File: config.mk
export PLATFORM = sky130hd
export DESIGN_NAME = frac_clk_div
export DESIGN_NICKNAME = d
export VERILOG_FILES = /design/src/rtl/frac_div_pkg.sv /design/src/rtl/frac_div_frame.sv /design/src/rtl/frac_div_regs.sv /design/src/rtl/frac_div_accum.sv /design/src/rtl/frac_clk_div.sv
export SDC_FILE = /design/constraint.sdc
export NUM_CORES = 1
export LEC_CHECK = 0
export ABC_CLOCK_PERIOD_IN_PS = 5490
export BUFFER_PORTS_ARGS = -buffer_cell sky130_fd_sc_hd__buf_2
export CAP_MARGIN = 20
export CORE_ASPECT_RATIO = 0.7
export CORE_MARGIN = 5
export CORE_UTILIZATION = 50
export CTS_CLUSTER_DIAMETER = 80
export DETAILED_ROUTE_END_ITERATION = 10
export PLACE_DENSITY_LB_ADDON = 0.3
export SLEW_MARGIN = 15
export SYNTH_ARGS = -nofsm -noshare
export SYNTH_HDL_FRONTEND = slang
export SYNTH_HIERARCHICAL = 1
export SYNTH_SLANG_ARGS = --single-unit
export TNS_END_PERCENT = 5
File: constraint.sdc
create_clock -name clk_i -period 5.49 [get_ports clk_i]
set_input_delay 0.8235 -clock clk_i [delete_from_list [all_inputs] [get_ports clk_i]]
set_output_delay 0.8235 -clock clk_i [all_outputs]
set_load 0.005 [all_outputs]
File: src/rtl/frac_div_pkg.sv
package frac_div_pkg;
  localparam int unsigned NUM_CH   = 2;
  localparam int unsigned DATA_W   = 32;
  localparam int unsigned ADDR_W   = 2;
  localparam int unsigned KICK_BIT = 31;
  localparam logic [ADDR_W-1:0] ADDR_FREQ = 2'd0;
  localparam logic [ADDR_W-1:0] ADDR_KICK = 2'd1;

  // channel 0 (A) decodes bits 12:8, channel 1 (B) bits 4:0
  function automatic int unsigned field_lsb(input int unsigned ch);
    return (ch == 0) ? 8 : 0;
  endfunction
endpackage

File: src/rtl/frac_div_frame.sv
module frac_div_frame #(
  parameter int unsigned CNT_W = 6
) (
  input  logic clk_i,
  input  logic rst_ni,
  output logic last_o
);
  logic [CNT_W-1:0] cnt_q;

  always_ff @(posedge clk_i or negedge rst_ni) begin
    if (!rst_ni) cnt_q <= '0;
    else         cnt_q <= cnt_q + 1'b1;
  end

  assign last_o = &cnt_q;

  frame_single_chk: assert property (@(posedge clk_i) disable iff (!rst_ni)
    last_o |=> !last_o);
endmodule

File: src/rtl/frac_div_regs.sv
module frac_div_regs
  import frac_div_pkg::*;
#(
  parameter int unsigned FIELD_W = 5
) (
  input  logic                              clk_i,
  input  logic                              rst_ni,
  input  logic                              wr_en_i,
  input  logic [ADDR_W-1:0]                 addr_i,
  input  logic [DATA_W-1:0]                 wdata_i,
  input  logic                              frame_last_i,
  output logic [DATA_W-1:0]                 rdata_o,
  output logic [NUM_CH-1:0][FIELD_W-1:0]    active_o
);
  logic [NUM_CH-1:0][FIELD_W-1:0] staged_q, active_q;
  logic kick_q;
  logic commit, freq_wr, kick_wr;
  logic unused_wdata;

  assign unused_wdata = ^wdata_i;
  assign commit  = frame_last_i & kick_q;
  assign freq_wr = wr_en_i && (addr_i == ADDR_FREQ) && !kick_q;
  assign kick_wr = wr_en_i && (addr_i == ADDR_KICK) && wdata_i[KICK_BIT];

  always_ff @(posedge clk_i or negedge rst_ni) begin
    if (!rst_ni) begin
      staged_q <= '0;
      active_q <= '0;
      kick_q   <= 1'b0;
    end else begin
      if (commit)       kick_q <= 1'b0;
      else if (kick_wr) kick_q <= 1'b1;
      if (commit) active_q <= staged_q;
      if (freq_wr) begin
        for (int c = 0; c < NUM_CH; c++)
          staged_q[c] <= wdata_i[field_lsb(c) +: FIELD_W];
      end
    end
  end

  always_comb begin
    rdata_o = '0;
    if (addr_i == ADDR_FREQ) begin
      for (int c = 0; c < NUM_CH; c++)
        rdata_o[field_lsb(c) +: FIELD_W] = staged_q[c];
    end else if (addr_i == ADDR_KICK) begin
      rdata_o[KICK_BIT] = kick_q;
    end
  end

  assign active_o = active_q;


  kick_zero_chk: assert property (@(posedge clk_i) disable iff (!rst_ni)
    (!kick_q && wr_en_i && addr_i == ADDR_KICK && !wdata_i[KICK_BIT]) |=> !kick_q);

  kick_clear_chk: assert property (@(posedge clk_i) disable iff (!rst_ni)
    $fell(kick_q) |-> $past(frame_last_i));

  active_hold_chk: assert property (@(posedge clk_i) disable iff (!rst_ni)
    !commit |=> $stable(active_q));

  busy_hold_chk: assert property (@(posedge clk_i) disable iff (!rst_ni)
    kick_q |=> $stable(staged_q));
endmodule

File: src/rtl/frac_div_accum.sv
module frac_div_accum #(
  parameter int unsigned FIELD_W = 5
) (
  input  logic               clk_i,
  input  logic               rst_ni,
  input  logic [FIELD_W-1:0] code_i,
  input  logic               frame_last_i,
  output logic               ce_o
);
  localparam int unsigned ACC_W = FIELD_W + 1;

  logic [ACC_W-1:0] acc_q, mult, ce_cnt_q;
  logic [ACC_W:0]   sum;

  assign mult = ACC_W'(1 << FIELD_W) - ACC_W'(code_i);
  assign sum  = {1'b0, acc_q} + {1'b0, mult};
  assign ce_o = sum[ACC_W];

  always_ff @(posedge clk_i or negedge rst_ni) begin
    if (!rst_ni)           acc_q <= '0;
    else if (frame_last_i) acc_q <= '0;
    else                   acc_q <= sum[ACC_W-1:0];
  end

  // pulse counter kept for checking only
  always_ff @(posedge clk_i or negedge rst_ni) begin
    if (!rst_ni)           ce_cnt_q <= '0;
    else if (frame_last_i) ce_cnt_q <= '0;
    else                   ce_cnt_q <= ce_cnt_q + ACC_W'(ce_o);
  end


  frame_count_chk: assert property (@(posedge clk_i) disable iff (!rst_ni)
    frame_last_i |-> (ce_cnt_q + ACC_W'(ce_o)) == mult);

  phase_wrap_chk: assert property (@(posedge clk_i) disable iff (!rst_ni)
    frame_last_i |-> sum[ACC_W-1:0] == '0);
endmodule

File: src/rtl/frac_clk_div.sv
module frac_clk_div
  import frac_div_pkg::*;
#(
  parameter int unsigned FIELD_W = 5
) (
  input  logic              clk_i,
  input  logic              rst_ni,
  input  logic              wr_en_i,
  input  logic [ADDR_W-1:0] addr_i,
  input  logic [DATA_W-1:0] wdata_i,
  output logic [DATA_W-1:0] rdata_o,
  output logic [NUM_CH-1:0] ce_o
);
  localparam int unsigned CNT_W = FIELD_W + 1;

  logic frame_last;
  logic [NUM_CH-1:0][FIELD_W-1:0] active;

  frac_div_frame #(.CNT_W(CNT_W)) u_frame (
    .clk_i  (clk_i),
    .rst_ni (rst_ni),
    .last_o (frame_last)
  );

  frac_div_regs #(.FIELD_W(FIELD_W)) u_regs (
    .clk_i        (clk_i),
    .rst_ni       (rst_ni),
    .wr_en_i      (wr_en_i),
    .addr_i       (addr_i),
    .wdata_i      (wdata_i),
    .frame_last_i (frame_last),
    .rdata_o      (rdata_o),
    .active_o     (active)
  );

  for (genvar c = 0; c < NUM_CH; c++) begin : g_ch
    frac_div_accum #(.FIELD_W(FIELD_W)) u_accum (
      .clk_i        (clk_i),
      .rst_ni       (rst_ni),
      .code_i       (active[c]),
      .frame_last_i (frame_last),
      .ce_o         (ce_o[c])
    );
  end
endmodule

* After elaboration in Yosys (flattened, before gate mapping)
Index checks and enable logic that the tools add are counted.
W data, S select, Z words.
** Word-level totals
- Output and inout port bits :: 34
- Register bits :: 39
- Memory bits (read-only) :: 0
- Input port bits :: 37
- Bits in writable memories :: 0
- Latch bits :: 0
- Memories :: 0
** Operators by class
- Div/mod/pow operators :: 0
- $mul :: 0
- $lt $le $gt $ge :: 0
- Shift operators :: 0
- Add/subtract/negate cells :: 5
- Equal/unequal tests :: 1
- Bitwise operators :: 1
- Muxes and demuxes :: 8
- Reduce and logical (&&, ||, !) cells :: 8
** Operators with widths (number)
- $add A6 B6 Y7 :: 2
- $mux W6 :: 2
- $sub A6 B5 Y6 const A :: 2
- $mux W5 :: 2
- $add A6 B1 Y6 const B :: 1
- $reduce_and A6 Y1 :: 1
- $logic_and A1 B1 Y1 :: 4
- $mux W1 :: 4
- $eq A2 B1 Y1 const B :: 1
- $logic_not A2 Y1 :: 1
- $reduce_bool A2 Y1 :: 1
- $and A1 B1 Y1 :: 1
- $logic_not A1 Y1 :: 1

* Longest topological paths before layout
- Depth in word-level cells :: 5
- Mapped depth :: 8
- Mapped depth without buffers :: 8

* Hierarchy
Netlist, hierarchy kept.
** By module, submodules not included
- frac_div_regs :: cells an instance 80, area an instance 1039.7 µm², times used 1, seq. area each 525.5 µm²
- frac_div_accum at g_ch[1].u_accum :: cells an instance 51, area an instance 498.0 µm², times used 1, seq. area each 150.1 µm²
- frac_div_accum at g_ch[0].u_accum :: cells an instance 51, area an instance 488.0 µm², times used 1, seq. area each 150.1 µm²
- frac_div_frame :: cells an instance 19, area an instance 239.0 µm², times used 1, seq. area each 150.1 µm²

* Worst setup path before layout
No wires, ideal clock.
- Kind :: register to output
- Start :: reg u_regs.active_q, in the netlist u_regs/active_o[0]
- End :: out ce_o[0]
- Arrival time :: 1.742 ns
- Path buffers :: 0
- Cell stages (with the launch flop) :: 7
- Setup slack :: 2.925 ns
- Required time :: 4.667 ns
- Path through :: dfrtp_1 > inv_1 > ha_1 > fa_1 > a211oi_1 > o21ai_0 > a21o_1
** On the way
- Cells in the longest elaborated chain, start to end :: 2
** Ends and longest elaborated chain
- start, declared :: line frac_div_regs.sv:15 : logic [NUM_CH-1:0][FIELD_W-1:0] staged_q, active_q;
- start signal, assigned :: line frac_div_regs.sv:33 : if (commit) active_q <= staged_q;
- $sub A6 B5 Y6 :: line frac_div_accum.sv:15 : assign mult = ACC_W'(1 << FIELD_W) - ACC_W'(code_i);
- $add A6 B6 Y7 :: line frac_div_accum.sv:16 : assign sum = {1'b0, acc_q} + {1'b0, mult};
- end, declared :: line frac_clk_div.sv:12 : output logic [NUM_CH-1:0] ce_o
Every way passes these cells.

* Worst setup path after layout
- Start :: reg u_regs.active_q, in the netlist u_regs/active_o[5]
- End :: out ce_o[1]
The elaborated chain is that of the path after synthesis.

==> impl_results.md <==
* Outcome: completed
* Antenna viol nets, final at 0
* Die width at 90.4 um
* Setup Fix Bufs, Post-CTS at 0
* Post_cts resized at 0
* Most frequent cells in the layout: dfrtp_1, buf_2, conb_1
* RSZ-0062 raised after global routing: false
* Die Height at 66.3 um
* Relative slew slack at 43.6%
* VDD IR max at 0.143 mV
* CORE AREA at 4350 um2
* Worst reg2reg path startpoint: u_regs/active_o[7]
* Setup Total Neg Slack at 0 ps
* Worst path required time at 4670 ps
* Crit path depth at 7
* Setup Viol. Count Final at 0
* Post-synth EDFFs at 0
* Pwr Density at 255 nW/um2
* Slowest cell delay on critical path at 470 ps
* WS Path Type: flop to output port
* Post-place setup slack at 2640 ps
* RR Endpoint: g_ch[1].u_accum/acc_q[5]
* Die ar. at 6000 um2
* Commonest non-fill, non-tap cell in the layout: dfrtp_1
* Area grow syn2layout at 10.4%
* Crit-path leading delay family: adder cells
* Starting Density at 52.0%
* Synth top area share at 43.1%
* Synth Flop Type: dfrtp_1
* Unique masters post-synth at 38
* Initial antenna violation count at 0
* Initial DRC Count at 59
* Grt total ovfl at 0
* Final Critical Period at 3180 ps
* Residual DRC at 0
* Dpl hpwl at 2980 um
* Leak Pwr at 1.27 nW
* Reg clk slew, reported paths at 80 ps
* Worst skew pair latency at 290 ps
* Sequential area share after synthesis at 43.1%
* Drt pass-1 iters at 4
* Port bufs at 28
* Yosys Warn Count at 6
* Final setup margin at 2310 ps
* Placer Congestion at 0.773
* Gate Count Post-Synth at 201
* Hold WC Path Type: flop to flop
* Hold-fix buffers, CTS at 0
* Synth area leaders: dfrtp_1, mux2_2, ha_1
* Vias post-DR at 1471
* Worst-path maximum fanout at 4
* Area leader, netlist: dfrtp_1
* First-pass GRT wire length at 6610 um
* DR vias/cell at 5.07
* CP Buf/Inv Count at 2
* Worst setup path end: ce_o[1]
* Slew @ Worst Pin at 846 ps
* CP cell instances: inv_1, ha_1, fa_1, a211oi_1, o21ai_0, a21o_1, buf_2
* Pin count of the biggest net entering global routing at 40
* Final Slew Violations at 0
* F_max at 314 MHz
* Final Hold Viols at 0
* Tot GR Track Use at 14.1%
* Clock buffer depth at 2
* Cts bufs inserted at 5
* R2R depth at 6
* FILL cells at 371
* Placed instance count at 282
* Final Cycle Share at 58.0%
* Worst Setup Start Kind: flop
* CP max-delay cell: fa_1
* Setup Skew at 7.94 ps
* CTS tree: done
* Cell row count at 20
* Fin area at 2500 um2
* Number of I/O pins at 71
* Synthesized area at 2260 um2
* R2R Setup Slk at 3330 ps
* Async set-reset flop share out of synthesis at 100%
* WP data arrival at 2360 ps
* Worst hold slack at 473 ps
* Share of cells above drive strength 1 at 28.1%
* Flops & latches, synth at 39
* Final nets at 288
* Final non-filler cell total at 290
* Post-DP Area at 2380 um2
* Max H-tree Level at 2
* Crit path launch: u_regs/active_o[5]
* Maxcap violations at 0
* Vias in the first global route at 1453
* Clk root buf: clkbuf_8
* Mean Syn Cell Area at 11.3 um2
* Crit. End Element: output port
* CTS sink count at 39
* # diodes at 0
* Wire per inst at 13.7 um
* Post-Route WL at 3990 um
[cell families after synthesis]
| family | Yosys count | share of synthesized area (%) |
|---|---|---|
| simple gates | 56 | 15.0 |
| flops | 39 | 43.1 |
| buf+inv | 31 | 9.06 |
| xor+xnor | 12 | 4.64 |
| fa+ha+maj | 17 | 10.1 |
| mux | 21 | 10.4 |
| compound gates | 24 | 7.62 |
| other cells | 1 | 0.166 |
[synth_stat cells (2+ instances only)]
cell,n
nor2b_1,4
or2b_1,2
nand4_1,2
nand3_1,2
xnor2_1,8
or4b_1,2
dfrtp_1,39
buf_4,21
and2_1,10
a211oi_1,7
nor3_1,6
fa_1,2
ha_1,15
a211o_1,2
nor2_1,10
or4_1,2
nand2_1,6
o21ai_0,6
clkbuf_2,2
nor4b_1,2
nor3b_1,2
a21o_1,5
xor2_1,4
mux2_2,20
inv_1,7
[worst register-to-register path, cell delays in order (launching register included)]
cell	delay (ps)
dfrtp_1	430
nor3_1	360
nor3b_1	270
ha_1	320
or2b_1	230
or4_1	390
nand4_1	90
[power by group]
part / total, mW / switching [mW] / internal, mW
combinational: 0.0592 / 0.0247 / 0.0344
sequential: 0.333 / 0.0181 / 0.315
clock: 0.244 / 0.107 / 0.137
total: 0.636 / 0.150 / 0.486
[final cells by class]
type / instances / area, um2 / area share (%)
Inverter: 7 / 26.3 / 1.05
Sequential cell: 39 / 976 / 39.0
Clock buffer: 5 / 68.8 / 2.75
Tap cell: 55 / 68.8 / 2.75
Multi-Input combinational cell: 151 / 1160 / 46.3
Clock inverter: 3 / 46.3 / 1.85
Timing Repair Buffer: 30 / 155 / 6.21
[state kept, by name, summed over array words and instances (netlist names)]
register,flops
g_ch.u_accum/acc_q,12
u_regs/active_o,10
u_regs/staged_q,10
u_frame/cnt_q,6
u_regs/kick_q,1
[layer usage]
| layer | GRT usage [%] | vias up | share of wire [%] |
|---|---|---|---|
| met5 | 0 | - | 0 |
| met4 | 4.28 | 0 | 0.10 |
| met3 | 5.12 | 2 | 8.3 |
| met2 | 21.0 | 55 | 41 |
| met1 | 19.2 | 688 | 50 |
| li1 | - | 726 | - |
[worst min-delay path by stage]
stage | from | end | slack, ps | depth (start not counted)
global route | u_frame/cnt_q[5] | u_frame/cnt_q[5] | 510 | 1
floorplan | u_frame/cnt_q[0] | u_frame/cnt_q[0] | 440 | 1
detailed placement | u_frame/cnt_q[5] | u_frame/cnt_q[5] | 460 | 1
global placement | u_frame/cnt_q[0] | u_frame/cnt_q[0] | 460 | 1
CTS | u_frame/cnt_q[5] | u_frame/cnt_q[5] | 480 | 1
finish | u_frame/cnt_q[0] | u_frame/cnt_q[0] | 470 | 1
[per-stage QoR]
| step | power, mW | util, % |
|---|---|---|
| 6_report | 0.636 | 57.4 |
| 4_1_cts | 0.645 | 57.4 |
| 3_5_place_dp | 0.400 | 54.8 |
| 5_1_grt | 0.668 | 57.4 |
| 3_3_place_gp | 0.397 | 54.8 |
| 2_1_floorplan | 0.380 | - |
Note: power is estimated with default switching activity, not from simulation.
